$ cat config.mk
export PLATFORM = sky130hd
export DESIGN_NAME = adc_result_bank
export DESIGN_NICKNAME = d
export VERILOG_FILES = /design/src/rtl/adc_res_pkg.sv /design/src/rtl/adc_rd_decode.sv /design/src/rtl/adc_chan_slot.sv /design/src/rtl/adc_last_slot.sv /design/src/rtl/adc_result_bank.sv
export SDC_FILE = /design/constraint.sdc
export NUM_CORES = 1
export LEC_CHECK = 0
export BUFFER_PORTS_ARGS = -buffer_cell sky130_fd_sc_hd__buf_4
export CAP_MARGIN = 20
export CELL_PAD_IN_SITES_DETAIL_PLACEMENT = 0
export CELL_PAD_IN_SITES_GLOBAL_PLACEMENT = 2
export CORE_ASPECT_RATIO = 0.5
export CORE_MARGIN = 3
export CORE_UTILIZATION = 33
export DETAILED_ROUTE_END_ITERATION = 7
export PLACE_DENSITY_LB_ADDON = 0.25
export SYNTH_ARGS = -nofsm -noshare
export SYNTH_HDL_FRONTEND = slang
export SYNTH_SLANG_ARGS = --single-unit
$ cat constraint.sdc
create_clock -name clk -period 1.7 [get_ports clk]
set_input_delay 0.255 -clock clk [delete_from_list [all_inputs] [get_ports clk]]
set_output_delay 0.255 -clock clk [all_outputs]
set_load 0.01 [all_outputs]
$ cat src/rtl/adc_res_pkg.sv
// Package: shared constants and types for the ADC result bank.
// Assumes: read data bus is 32 bits wide; everything else is parameterised
// in the modules that use it.
package adc_res_pkg;

    localparam int unsigned BUS_W = 32;

    // Kind of register selected by a read address.
    typedef enum logic [1:0] {
        SEL_NONE = 2'd0,
        SEL_CHAN = 2'd1,
        SEL_LAST = 2'd2,
        SEL_STAT = 2'd3
    } rd_sel_e;

endpackage

$ cat src/rtl/adc_rd_decode.sv
// Module: read address decoder.
// Classifies a read address as channel result, most-recent result, status or
// unmapped, and produces the clear-on-read strobes qualified by rd_en.
// Assumes: channel registers sit at 0..NUM_CH-1, most-recent at NUM_CH,
// status at NUM_CH+1.
module adc_rd_decode
    import adc_res_pkg::*;
#(
    parameter int unsigned NUM_CH = 8,
    parameter int unsigned ADDR_W = 4
) (
    input  logic              rd_en,
    input  logic [ADDR_W-1:0] rd_addr,
    output rd_sel_e           rd_sel,
    output logic [NUM_CH-1:0] chan_rd,
    output logic              last_rd,
    output logic              stat_rd
);

    localparam logic [ADDR_W-1:0] LAST_ADDR = ADDR_W'(NUM_CH);
    localparam logic [ADDR_W-1:0] STAT_ADDR = ADDR_W'(NUM_CH + 1);

    // Decode the address into a register kind.
    always_comb begin
        if (rd_addr == LAST_ADDR)
            rd_sel = SEL_LAST;
        else if (rd_addr == STAT_ADDR)
            rd_sel = SEL_STAT;
        else if (int'(rd_addr) < NUM_CH)
            rd_sel = SEL_CHAN;
        else
            rd_sel = SEL_NONE;
    end

    // One clear strobe per channel register, only during a real read.
    for (genvar gi = 0; gi < NUM_CH; gi++) begin : g_chan_rd
        assign chan_rd[gi] = rd_en && (rd_addr == ADDR_W'(gi));
    end

    assign last_rd = rd_en && (rd_sel == SEL_LAST);
    assign stat_rd = rd_en && (rd_sel == SEL_STAT);

endmodule

$ cat src/rtl/adc_chan_slot.sv
// Module: one channel's result register with completion and overrun flags.
// The completion flag sets on a write and clears on a data read; a write wins.
// The overrun flag sets when a write finds the previous result unread (and not
// being read in the same cycle); it clears on a status read; a set wins.
// Assumes: wr is already qualified by the channel enable.
module adc_chan_slot #(
    parameter int unsigned RES_W = 10
) (
    input  logic             clk,
    input  logic             rst_n,
    input  logic             wr,
    input  logic [RES_W-1:0] wr_data,
    input  logic             data_rd,
    input  logic             stat_rd,
    output logic [RES_W-1:0] data_q,
    output logic             eoc_q,
    output logic             ovr_q
);

    // Result storage: load on every accepted completion.
    always_ff @(posedge clk) begin
        if (!rst_n)
            data_q <= '0;
        else if (wr)
            data_q <= wr_data;
    end

    // Completion flag: set by write, cleared by data read, write wins.
    always_ff @(posedge clk) begin
        if (!rst_n)
            eoc_q <= 1'b0;
        else if (wr)
            eoc_q <= 1'b1;
        else if (data_rd)
            eoc_q <= 1'b0;
    end

    // Overrun flag: set on an unread overwrite, cleared by status read.
    always_ff @(posedge clk) begin
        if (!rst_n)
            ovr_q <= 1'b0;
        else if (wr && eoc_q && !data_rd)
            ovr_q <= 1'b1;
        else if (stat_rd)
            ovr_q <= 1'b0;
    end

endmodule

$ cat src/rtl/adc_last_slot.sv
// Module: shared most-recent-result register with data-ready and global
// overrun flags.
// Stores the channel number next to the result so the readback identifies
// its source. Set events win over same-cycle clearing reads.
// Assumes: wr is already qualified by the channel enable.
module adc_last_slot #(
    parameter int unsigned RES_W    = 10,
    parameter int unsigned CH_IDX_W = 3
) (
    input  logic                      clk,
    input  logic                      rst_n,
    input  logic                      wr,
    input  logic [CH_IDX_W-1:0]       wr_ch,
    input  logic [RES_W-1:0]          wr_data,
    input  logic                      last_rd,
    input  logic                      stat_rd,
    output logic [CH_IDX_W+RES_W-1:0] last_q,
    output logic                      drdy_q,
    output logic                      govr_q
);

    // Most-recent value with its channel number in the upper bits.
    always_ff @(posedge clk) begin
        if (!rst_n)
            last_q <= '0;
        else if (wr)
            last_q <= {wr_ch, wr_data};
    end

    // Data-ready flag: set by any completion, cleared by a read of this register.
    always_ff @(posedge clk) begin
        if (!rst_n)
            drdy_q <= 1'b0;
        else if (wr)
            drdy_q <= 1'b1;
        else if (last_rd)
            drdy_q <= 1'b0;
    end

    // Global overrun: completion while data-ready still up and not being read.
    always_ff @(posedge clk) begin
        if (!rst_n)
            govr_q <= 1'b0;
        else if (wr && drdy_q && !last_rd)
            govr_q <= 1'b1;
        else if (stat_rd)
            govr_q <= 1'b0;
    end

endmodule

$ cat src/rtl/adc_result_bank.sv
// Module: ADC result bank (top).
// Accepts conversion-complete strobes, files results per channel and into a
// shared most-recent register, maintains the completion/overrun/data-ready
// status word, and serves reads with clear-on-read side effects.
// Assumes: 2*NUM_CH+2 <= 32 and CH_IDX_W+RES_W <= 32 so every register fits
// the read bus; conv_done is a single-cycle strobe.
module adc_result_bank
    import adc_res_pkg::*;
#(
    parameter int unsigned NUM_CH = 8,
    parameter int unsigned RES_W  = 10,
    localparam int unsigned CH_IDX_W = (NUM_CH > 1) ? $clog2(NUM_CH) : 1,
    localparam int unsigned ADDR_W   = $clog2(NUM_CH + 2)
) (
    input  logic                clk,
    input  logic                rst_n,
    input  logic [NUM_CH-1:0]   ch_en,
    input  logic                conv_done,
    input  logic [CH_IDX_W-1:0] conv_ch,
    input  logic [RES_W-1:0]    conv_data,
    input  logic                rd_en,
    input  logic [ADDR_W-1:0]   rd_addr,
    output logic [BUS_W-1:0]    rd_data
);

    localparam int unsigned STAT_W = 2 * NUM_CH + 2;
    localparam int unsigned LAST_W = CH_IDX_W + RES_W;

    rd_sel_e                rd_sel;
    logic [NUM_CH-1:0]      chan_rd;
    logic                   last_rd;
    logic                   stat_rd;
    logic                   conv_acc;
    logic [NUM_CH-1:0]      chan_wr;
    logic [RES_W-1:0]       chan_data [NUM_CH];
    logic [NUM_CH-1:0]      eoc_vec;
    logic [NUM_CH-1:0]      ovr_vec;
    logic [LAST_W-1:0]      last_val;
    logic                   drdy;
    logic                   govr;
    logic [STAT_W-1:0]      status;
    logic [RES_W-1:0]       sel_chan;

    // Accept a completion only for an existing, enabled channel.
    assign conv_acc = conv_done && (int'(conv_ch) < NUM_CH) && ch_en[conv_ch];

    adc_rd_decode #(
        .NUM_CH (NUM_CH),
        .ADDR_W (ADDR_W)
    ) u_dec (
        .rd_en   (rd_en),
        .rd_addr (rd_addr),
        .rd_sel  (rd_sel),
        .chan_rd (chan_rd),
        .last_rd (last_rd),
        .stat_rd (stat_rd)
    );

    // One result slot per channel.
    for (genvar gc = 0; gc < NUM_CH; gc++) begin : g_slot
        assign chan_wr[gc] = conv_acc && (conv_ch == CH_IDX_W'(gc));

        adc_chan_slot #(
            .RES_W (RES_W)
        ) u_slot (
            .clk     (clk),
            .rst_n   (rst_n),
            .wr      (chan_wr[gc]),
            .wr_data (conv_data),
            .data_rd (chan_rd[gc]),
            .stat_rd (stat_rd),
            .data_q  (chan_data[gc]),
            .eoc_q   (eoc_vec[gc]),
            .ovr_q   (ovr_vec[gc])
        );
    end

    adc_last_slot #(
        .RES_W    (RES_W),
        .CH_IDX_W (CH_IDX_W)
    ) u_last (
        .clk     (clk),
        .rst_n   (rst_n),
        .wr      (conv_acc),
        .wr_ch   (conv_ch),
        .wr_data (conv_data),
        .last_rd (last_rd),
        .stat_rd (stat_rd),
        .last_q  (last_val),
        .drdy_q  (drdy),
        .govr_q  (govr)
    );

    // Status word: completion flags, overrun flags, data-ready, global overrun.
    assign status = {govr, drdy, ovr_vec, eoc_vec};

    // Pick the channel result addressed by rd_addr.
    always_comb begin
        sel_chan = '0;
        for (int i = 0; i < NUM_CH; i++) begin
            if (rd_addr == ADDR_W'(i))
                sel_chan = chan_data[i];
        end
    end

    // Read data multiplexer, zero-extended to the bus width.
    always_comb begin
        unique case (rd_sel)
            SEL_CHAN: rd_data = BUS_W'(sel_chan);
            SEL_LAST: rd_data = BUS_W'(last_val);
            SEL_STAT: rd_data = BUS_W'(status);
            default:  rd_data = '0;
        endcase
    end

endmodule

==> flow_summary.ini, run 1 <==
[outcome]
status = complete, but fails checks
violations_in_the_final_reports = setup timing

[worst_setup_path]
setup_crit_start_kind = register
worst-path-max-fanout = 2
crit_path_cell_trace = mux2_4 > nand2_2 > o21ai_2 > a222oi_1 > o21ai_1 > buf_4
timing_worst_setup_path_type = reg -> out
arrival_ns = 1.63
timing.critical_path.to_type = output pin
crit_required_ns = 1.44
critPathSlowestCell = dfxtp_1
slowest_delay_ns = 0.31

[route]
post_drt_wl_per_cell_um = 18.6
via_count = 4374
drt_iter0_markers = 239
number_of_iterations_in_the_first_detailed_routing_pass = 4
totalWireLength_mm = 16.6
ant_nets = 0
total_drc_errors_in_the_routed_layout = 0
vias_per_cell = 4.92

[timing]
finalSetupViolCount = 6
timing.final.hold_violations = 0
max_freq_ghz = 0.531
worst_slack_ns = -0.182
final-max-slew-violation-count = 0
finalCritPeriodShare_pct = 111
layout_min_cycle_time_ns = 1.88
rsz0062_at_grt = true
fin_worst_skew_ns = 0.00387

[clock_tree]
clock_tree.htree_level_count = 3
post_cts_hold_fix_bufs = 0
clk_pin_slew_worst_paths_ns = 0.08
clock_latency_ns = 0.35
clockBufferDepth = 2
tritoncts = done
cts-root-buf = clkbuf_16
cts-buffers-inserted = 9
cts_sinks = 111

[die]
coreArea_mm2 = 0.0158
boundaryPins = 61
die_width_um = 188
die_height_um = 97.1
num_rows = 32
starting_density_pct = 34.7
die_area_mm2 = 0.0183

[final_layout]
n_diodes = 0
fin_util_pct = 45.5
fin_nets = 692
final_cell_count_no_fill = 889
share_of_cells_above_drive_strength_1_pct = 30.7
area.growth.synth_to_final_pct = 31.4

[logic_synthesis]
postSynthAreaPerCell_um2 = 9.35
yosys_warnings = 0
synth_sequential_area_ratio_pct = 40.5
synthesis.area_mm2 = 0.00548
netlist_top_cells_area = dfxtp_1 41%, mux2i_1 18%, nor2b_1 10%
synthDominantCellAreaShare_pct = 40.5
netlist-cell-type-count = 39
ys_ff_latch = 111
postSynthCellCount = 586
cell_type_with_the_largest_total_area_after_synthesis = dfxtp_1

[global_route]
grt_use_total_pct = 17.9
pin_count_of_the_biggest_net_entering_global_routing = 61
grt_antenna_before_repair = 0
grt_pass1_vias = 4291
wire_length_of_the_first_global_routing_pass_mm = 25.4
global_route_total_overflow = 0

[placement]
dp.final_hpwl_mm = 11.3
port_buffers = 46
place.detailed.instances = 864
dp_worst_setup_slack_ns = -0.275
place_congestion = 0.816

[power_and_ir_drop]
vdd.ir_drop.worst_mv = 0.531
leakage_nw = 2.88
fin_total_pwr_mw = 5.66
p_per_cell_area_mw_per_mm2 = 786

[run]
max_cap_viol_count = 0

[worst_hold_path]
hold_path_class = in -> reg
==> report_power, final <==
group | internal (mW) | switching (mW) | leakage [nW] | total, mW
clock | 1.17 | 1.04 | 0.150 | 2.22
sequential | 2.65 | 0.0330 | 0.904 | 2.68
combinational | 0.358 | 0.401 | 1.82 | 0.758
==> area by class of cell <==
| class | instances | area, um^2 |
|---|---|---|
| inverters | 2 | 7.51 |
| clock buffers | 10 | 229 |
| well taps | 221 | 277 |
| flip-flops and latches | 111 | 2240 |
| multi-input cells | 420 | 3260 |
| clock inverters | 6 | 76.3 |
| fillers | 1537 | 8610 |
| repair buffers | 119 | 1120 |
==> kinds of logic (layout without fill, tap and decap cells) <==
| logic type | after synthesis | count (layout) | share of synthesized area, % |
|---|---|---|---|
| and+or+nand+nor | 187 | 187 | 18.7 |
| AOI/OAI and AO/OA | 115 | 115 | 14.4 |
| muxes | 104 | 104 | 19.7 |
| buffers and inverters | 68 | 137 | 6.53 |
| DFF | 111 | 111 | 40.5 |
| other | 1 | 14 | 0.0684 |
==> per-stage QoR <==
stage	hold slack [ns]	TNS [ns]	area, um^2
2_1_floorplan	0.412	0	5570
3_3_place_gp	0.437	-2.39	6460
3_5_place_dp	0.445	-3.14	6460
4_1_cts	0.199	-1.06	6890
5_1_grt	0.227	-0.986	7200
6_report	0.210	-0.440	7200
==> routing by layer <==
layer	part of all wire (%)	wire length, um	up-vias	global-route usage [%]
li1	-	-	2189	-
met1	54	8860	2095	27.0
met2	42	6960	75	26.3
met3	3.5	578	15	3.46
met4	0.98	162	0	3.80
met5	0	0	-	0
==> worst max-delay path, delay by kind of cell, from the launching register on <==
kind	cells	cell delay [ns]
DFF	1	0.31
AOI/OAI and AO/OA	3	0.48
and+or+nand+nor	1	0.06
buffers and inverters	1	0.17
muxes	1	0.27
==> cells in the mapped netlist <==
| library cell | count |
|---|---|
| dfxtp_1 | 111 |
| mux2i_1 | 100 |
| nor2b_1 | 90 |
| clkbuf_1 | 33 |
| nand2_1 | 31 |
| nor2_1 | 23 |
| o21ai_0 | 19 |
| o21a_1 | 17 |
| nand3_1 | 16 |
| buf_4 | 15 |
| a22oi_1 | 14 |
| buf_2 | 13 |
| o21ai_1 | 12 |
| o2bb2ai_1 | 11 |
| a211oi_1 | 10 |
| and2_1 | 10 |
| o31ai_1 | 9 |
| o22ai_1 | 8 |
| a21boi_0 | 5 |
| nand2b_1 | 5 |
| buf_6 | 4 |
| nand4_1 | 4 |
| a21oi_1 | 3 |
| a22o_1 | 3 |
| mux4_2 | 3 |
| inv_1 | 2 |
| nor3_1 | 2 |
| nor3b_1 | 2 |
| a2111oi_0 | 1 |
| a222oi_1 | 1 |
| a2bb2oi_1 | 1 |
| and3_1 | 1 |
| buf_1 | 1 |
| conb_1 | 1 |
| mux2_2 | 1 |
| nand4b_1 | 1 |
| nor2_2 | 1 |
| nor4b_2 | 1 |
| o211ai_1 | 1 |
==> placed cells by master, fill, tap and decap left out, types with 3 or more instances in the layout <==
master	synthesis	layout
buf_6	4	12
clkbuf_16	0	9
a211oi_2	0	9
o21ai_1	12	19
nand2_1	31	29
o31ai_2	0	5
a21boi_0	5	5
mux4_2	3	3
o2bb2ai_1	11	7
nand3_1	16	16
o2bb2ai_2	0	3
mux2i_2	0	6
a22oi_1	14	9
and2_1	10	9
dfxtp_2	0	12
buf_12	0	13
o21ai_0	19	6
o22ai_1	8	8
a22o_1	3	3
nand2b_4	0	4
o21ai_2	0	6
dfxtp_1	111	99
mux2i_1	100	94
a21oi_1	3	3
a22oi_2	0	5
o21a_1	17	17
nor2_1	23	21
buf_4	15	91
conb_1	1	14
nand4_1	4	4
nor2b_1	90	87
==> path summary, 6_finish.rpt <==
path	endpoint	slack (ns)	depth (start not counted)	start
max	rd_data[1]	-0.18	6	g_slot[6].u_slot.data_q[1]
min	u_last.last_q[2]	0.21	3	conv_data[2]
min reg2reg	u_last.last_q[1]	0.46	2	u_last.last_q[1]
max reg2reg	g_slot[2].u_slot.ovr_q	0.84	3	g_slot[2].u_slot.eoc_q
==> repair_timing <==
| action | 4_1_cts | 5_1_grt |
|---|---|---|
| cloned | 1 | 0 |
| buffers inserted | 2 | 6 |
| resized for setup | 38 | 68 |
| endpoints found under the setup margin | 16 | 17 |
| pin swaps | 6 | 18 |
==> registers in the layout (all words and copies together) (netlist names) <==
name,cells
g_slot.u_slot.data_q,80
g_slot.u_slot.eoc_q,8
g_slot.u_slot.ovr_q,8
u_last.drdy_q,1
u_last.govr_q,1
u_last.last_q,13
No activity file was read; power rests on OpenSTA's default activity.
==> run 2, diff against run 1 <==
--- a/config.mk
+++ b/config.mk
@@ -5,13 +5,14 @@
 export SDC_FILE = /design/constraint.sdc
 export NUM_CORES = 1
 export LEC_CHECK = 0
+export ABC_AREA = 1
 export BUFFER_PORTS_ARGS = -buffer_cell sky130_fd_sc_hd__buf_4
 export CAP_MARGIN = 20
 export CELL_PAD_IN_SITES_DETAIL_PLACEMENT = 0
 export CELL_PAD_IN_SITES_GLOBAL_PLACEMENT = 2
 export CORE_ASPECT_RATIO = 0.5
 export CORE_MARGIN = 3
-export CORE_UTILIZATION = 33
+export CORE_UTILIZATION = 34
 export DETAILED_ROUTE_END_ITERATION = 7
 export PLACE_DENSITY_LB_ADDON = 0.25
 export SYNTH_ARGS = -nofsm -noshare
==> constraint.sdc (replaced) <==
create_clock -name clk -period 2.22 [get_ports clk]
set_input_delay 0.333 -clock clk [delete_from_list [all_inputs] [get_ports clk]]
set_output_delay 0.333 -clock clk [all_outputs]
set_load 0.01 [all_outputs]
==> flow_summary.ini, run 2 <==
[outcome]
status = finished clean

[worst_setup_path]
timing_worst_setup_path_type = in -> out
crit_path_cell_trace = buf_4 > inv_1 > nor2_1 > nand2_1 > clkinv_2 > nand2_1 > nand3_1 > nor2_1 > nand4_1 > nand2_1 > nand2_1 > buf_4
worst_setup_path_startpoint = rd_addr[0]
crit_required_ns = 1.89
worst_r2r_endpoint = g_slot[2].u_slot.ovr_q
setup_crit_start_kind = input pin
slowest_delay_ns = 0.28
r2r_start = g_slot[2].u_slot.eoc_q
worst-path-buf-inv = 4
critical_path_cell_count = 12
critPathSlowestCell = nor2_1
timing.critical_path.to_type = output pin
critical_path.endpoint = rd_data[8]
worst_r2r_path_depth = 4
critical-path-top-cell-by-count = nand2_1
arrival_ns = 1.79
timing.critical_path.max_delay_family = simple AND/OR/NAND/NOR gates
timing.reg2reg.setup_slack_ns = 1.26
worst-path-max-fanout = 9

[die]
die_width_um = 185
coreArea_mm2 = 0.0150
starting_density_pct = 36.1
boundaryPins = 61
die_height_um = 95.4
num_rows = 31
die_area_mm2 = 0.0176

[logic_synthesis]
netlist_top_cells_count = 244 x nand2_1, 130 x nor2_1, 111 x dfxtp_1
main_combinational_cell_family_by_area_after_synthesis = simple AND/OR/NAND/NOR gates
netlist_top_cells_area = dfxtp_1 41%, nand2_1 17%, nor2_1 9.0%
synth_async_sr_flop_share_pct = 0
synthMuxAreaShare_pct = 0
number_of_synthesized_flops_with_an_enable_pin = 0
post_synthesis_xor_xnor_area_fraction_pct = 0
synthDominantCellAreaShare_pct = 40.9
ys_ff_latch = 111
synth_sequential_area_ratio_pct = 40.9
synth-simple-area-share_pct = 38.0
cell_type_with_the_largest_total_area_after_synthesis = dfxtp_1
postSynthAreaPerCell_um2 = 6.56
yosys_warnings = 0
post_synth_fa_ha_maj_area_fraction_pct = 0
post-synth-top-count-cell = nand2_1
synthesis.area_mm2 = 0.00543
synth_compound_area_share_pct = 9.95
netlist-cell-type-count = 22
synth_top_flop_cell = dfxtp_1
postSynthCellCount = 828

[route]
wl_met1_mm = 10.0
via_count = 5483
total_drc_errors_in_the_routed_layout = 0
number_of_iterations_in_the_first_detailed_routing_pass = 5
post_drt_wl_per_cell_um = 17.7
vias_per_cell = 5.10
ant_nets = 0
routed.top_layer = met4
totalWireLength_mm = 19.0
met2WireLength_mm = 7.18
met3_length_mm = 1.65
drt_iter0_markers = 392

[final_layout]
largest_reg_flops = 80
share_of_cells_above_drive_strength_1_pct = 12.3
area.growth.synth_to_final_pct = 18.1
max_flop_register = g_slot.u_slot.data_q
mostFrequentLayoutCell = nand2_1
fin_nets = 902
layout_common_cells = 244 x nand2_1, 129 x nor2_1, 111 x dfxtp_1
reg_top3 = g_slot.u_slot.data_q: 80 flops, u_last.last_q: 13 flops
fillers = 1640
final_cell_count_no_fill = 1076
n_diodes = 0

[timing]
worst_slack_ns = 0.0991
layout_min_cycle_time_ns = 2.12
max_freq_ghz = 0.471
finalSetupTns_ns = 0
timing.final.hold_violations = 0
rsz0062_at_grt = false
fin_worst_skew_ns = 0.00510
finalCritPeriodShare_pct = 95.5
finalSetupViolCount = 0
final-max-slew-violation-count = 0

[power_and_ir_drop]
p_per_cell_area_mw_per_mm2 = 699
leakage_nw = 2.60
fin_total_pwr_mw = 4.48
vdd.ir_drop.worst_mv = 0.356

[clock_tree]
tritoncts = done
postCtsSetupBuffers = 0
post_cts_hold_fix_bufs = 0
cts_sinks = 111
clk_pin_slew_worst_paths_ns = 0.07
cts-root-buf = clkbuf_16
clockBufferDepth = 2
clock_latency_ns = 0.36
cts_resized = 1
cts-buffers-inserted = 9
clock_tree.htree_level_count = 3

[placement]
port_buffers = 46
place.detailed.instances = 1060
place_congestion = 0.853
dp_worst_setup_slack_ns = -0.0239
dp.final_hpwl_mm = 13.3

[global_route]
pin_count_of_the_biggest_net_entering_global_routing = 68
grt_antenna_before_repair = 0
wire_length_of_the_first_global_routing_pass_mm = 29.3
grt_pass1_vias = 5032
global_route_total_overflow = 0
grt_use_total_pct = 22.1

[worst_hold_path]
hold_path_class = in -> reg

[run]
max_cap_viol_count = 0
-- run 2: cell families (layout without fill, tap and decap cells) --
| family | after synthesis | in the layout |
|---|---|---|
| AOI/OAI and AO/OA | 95 | 95 |
| other | 1 | 14 |
| buffers and inverters | 139 | 176 |
| DFF | 111 | 111 |
| and+or+nand+nor | 482 | 482 |
-- run 2: worst min path at each step --
stage          slack, ns  depth (start not counted)                        from                          to
6_report            0.27                          3                conv_data[7]  g_slot[5].u_slot.data_q[7]
5_1_grt             0.27                          3                conv_data[7]  g_slot[5].u_slot.data_q[7]
4_1_cts             0.27                          3                conv_data[7]  g_slot[5].u_slot.data_q[7]
3_5_place_dp        0.46                          2  g_slot[7].u_slot.data_q[9]  g_slot[7].u_slot.data_q[9]
3_3_place_gp        0.45                          2  g_slot[3].u_slot.data_q[7]  g_slot[3].u_slot.data_q[7]
2_1_floorplan       0.44                          2            u_last.last_q[4]            u_last.last_q[4]
-- run 2: power by group --
part | switching [mW] | internal, mW
clock | 0.788 | 1.14
sequential | 0.0276 | 2.04
combinational | 0.342 | 0.152
total | 1.16 | 3.33
-- run 2: worst register-to-register path: cells and delay by family, from the launching register on --
| kind | cells | cell delay, ns |
|---|---|---|
| buffers and inverters | 1 | 0.10 |
| AOI/OAI and AO/OA | 2 | 0.29 |
| DFF | 1 | 0.35 |
| and+or+nand+nor | 1 | 0.15 |
-- run 2: layout make-up --
cell class / count / area (um^2) / area share [%]
inverter: 79 / 298 / 4.64
multi-input combinational: 591 / 2660 / 41.5
tap: 198 / 248 / 3.86
sequential: 111 / 2220 / 34.7
clock buffer: 11 / 243 / 3.79
clock inverter: 5 / 105 / 1.64
timing repair buffer: 81 / 633 / 9.87
-- run 2: stage by stage --
| stage | hold slack [ns] | cell area, um^2 | util (%) |
|---|---|---|---|
| 2_1_floorplan | 0.440 | 5480 | - |
| 3_3_place_gp | 0.449 | 6060 | 40.2 |
| 3_5_place_dp | 0.455 | 6060 | 40.2 |
| 4_1_cts | 0.269 | 6400 | 42.6 |
| 5_1_grt | 0.275 | 6410 | 42.6 |
| 6_report | 0.273 | 6410 | 42.6 |
-- run 2: layer usage --
metal | track usage [%] | vias up
met5 | 0 | -
met1 | 34.6 | 2570
met2 | 29.1 | 187
met3 | 6.78 | 10
li1 | - | 2716
met4 | 4.12 | 0
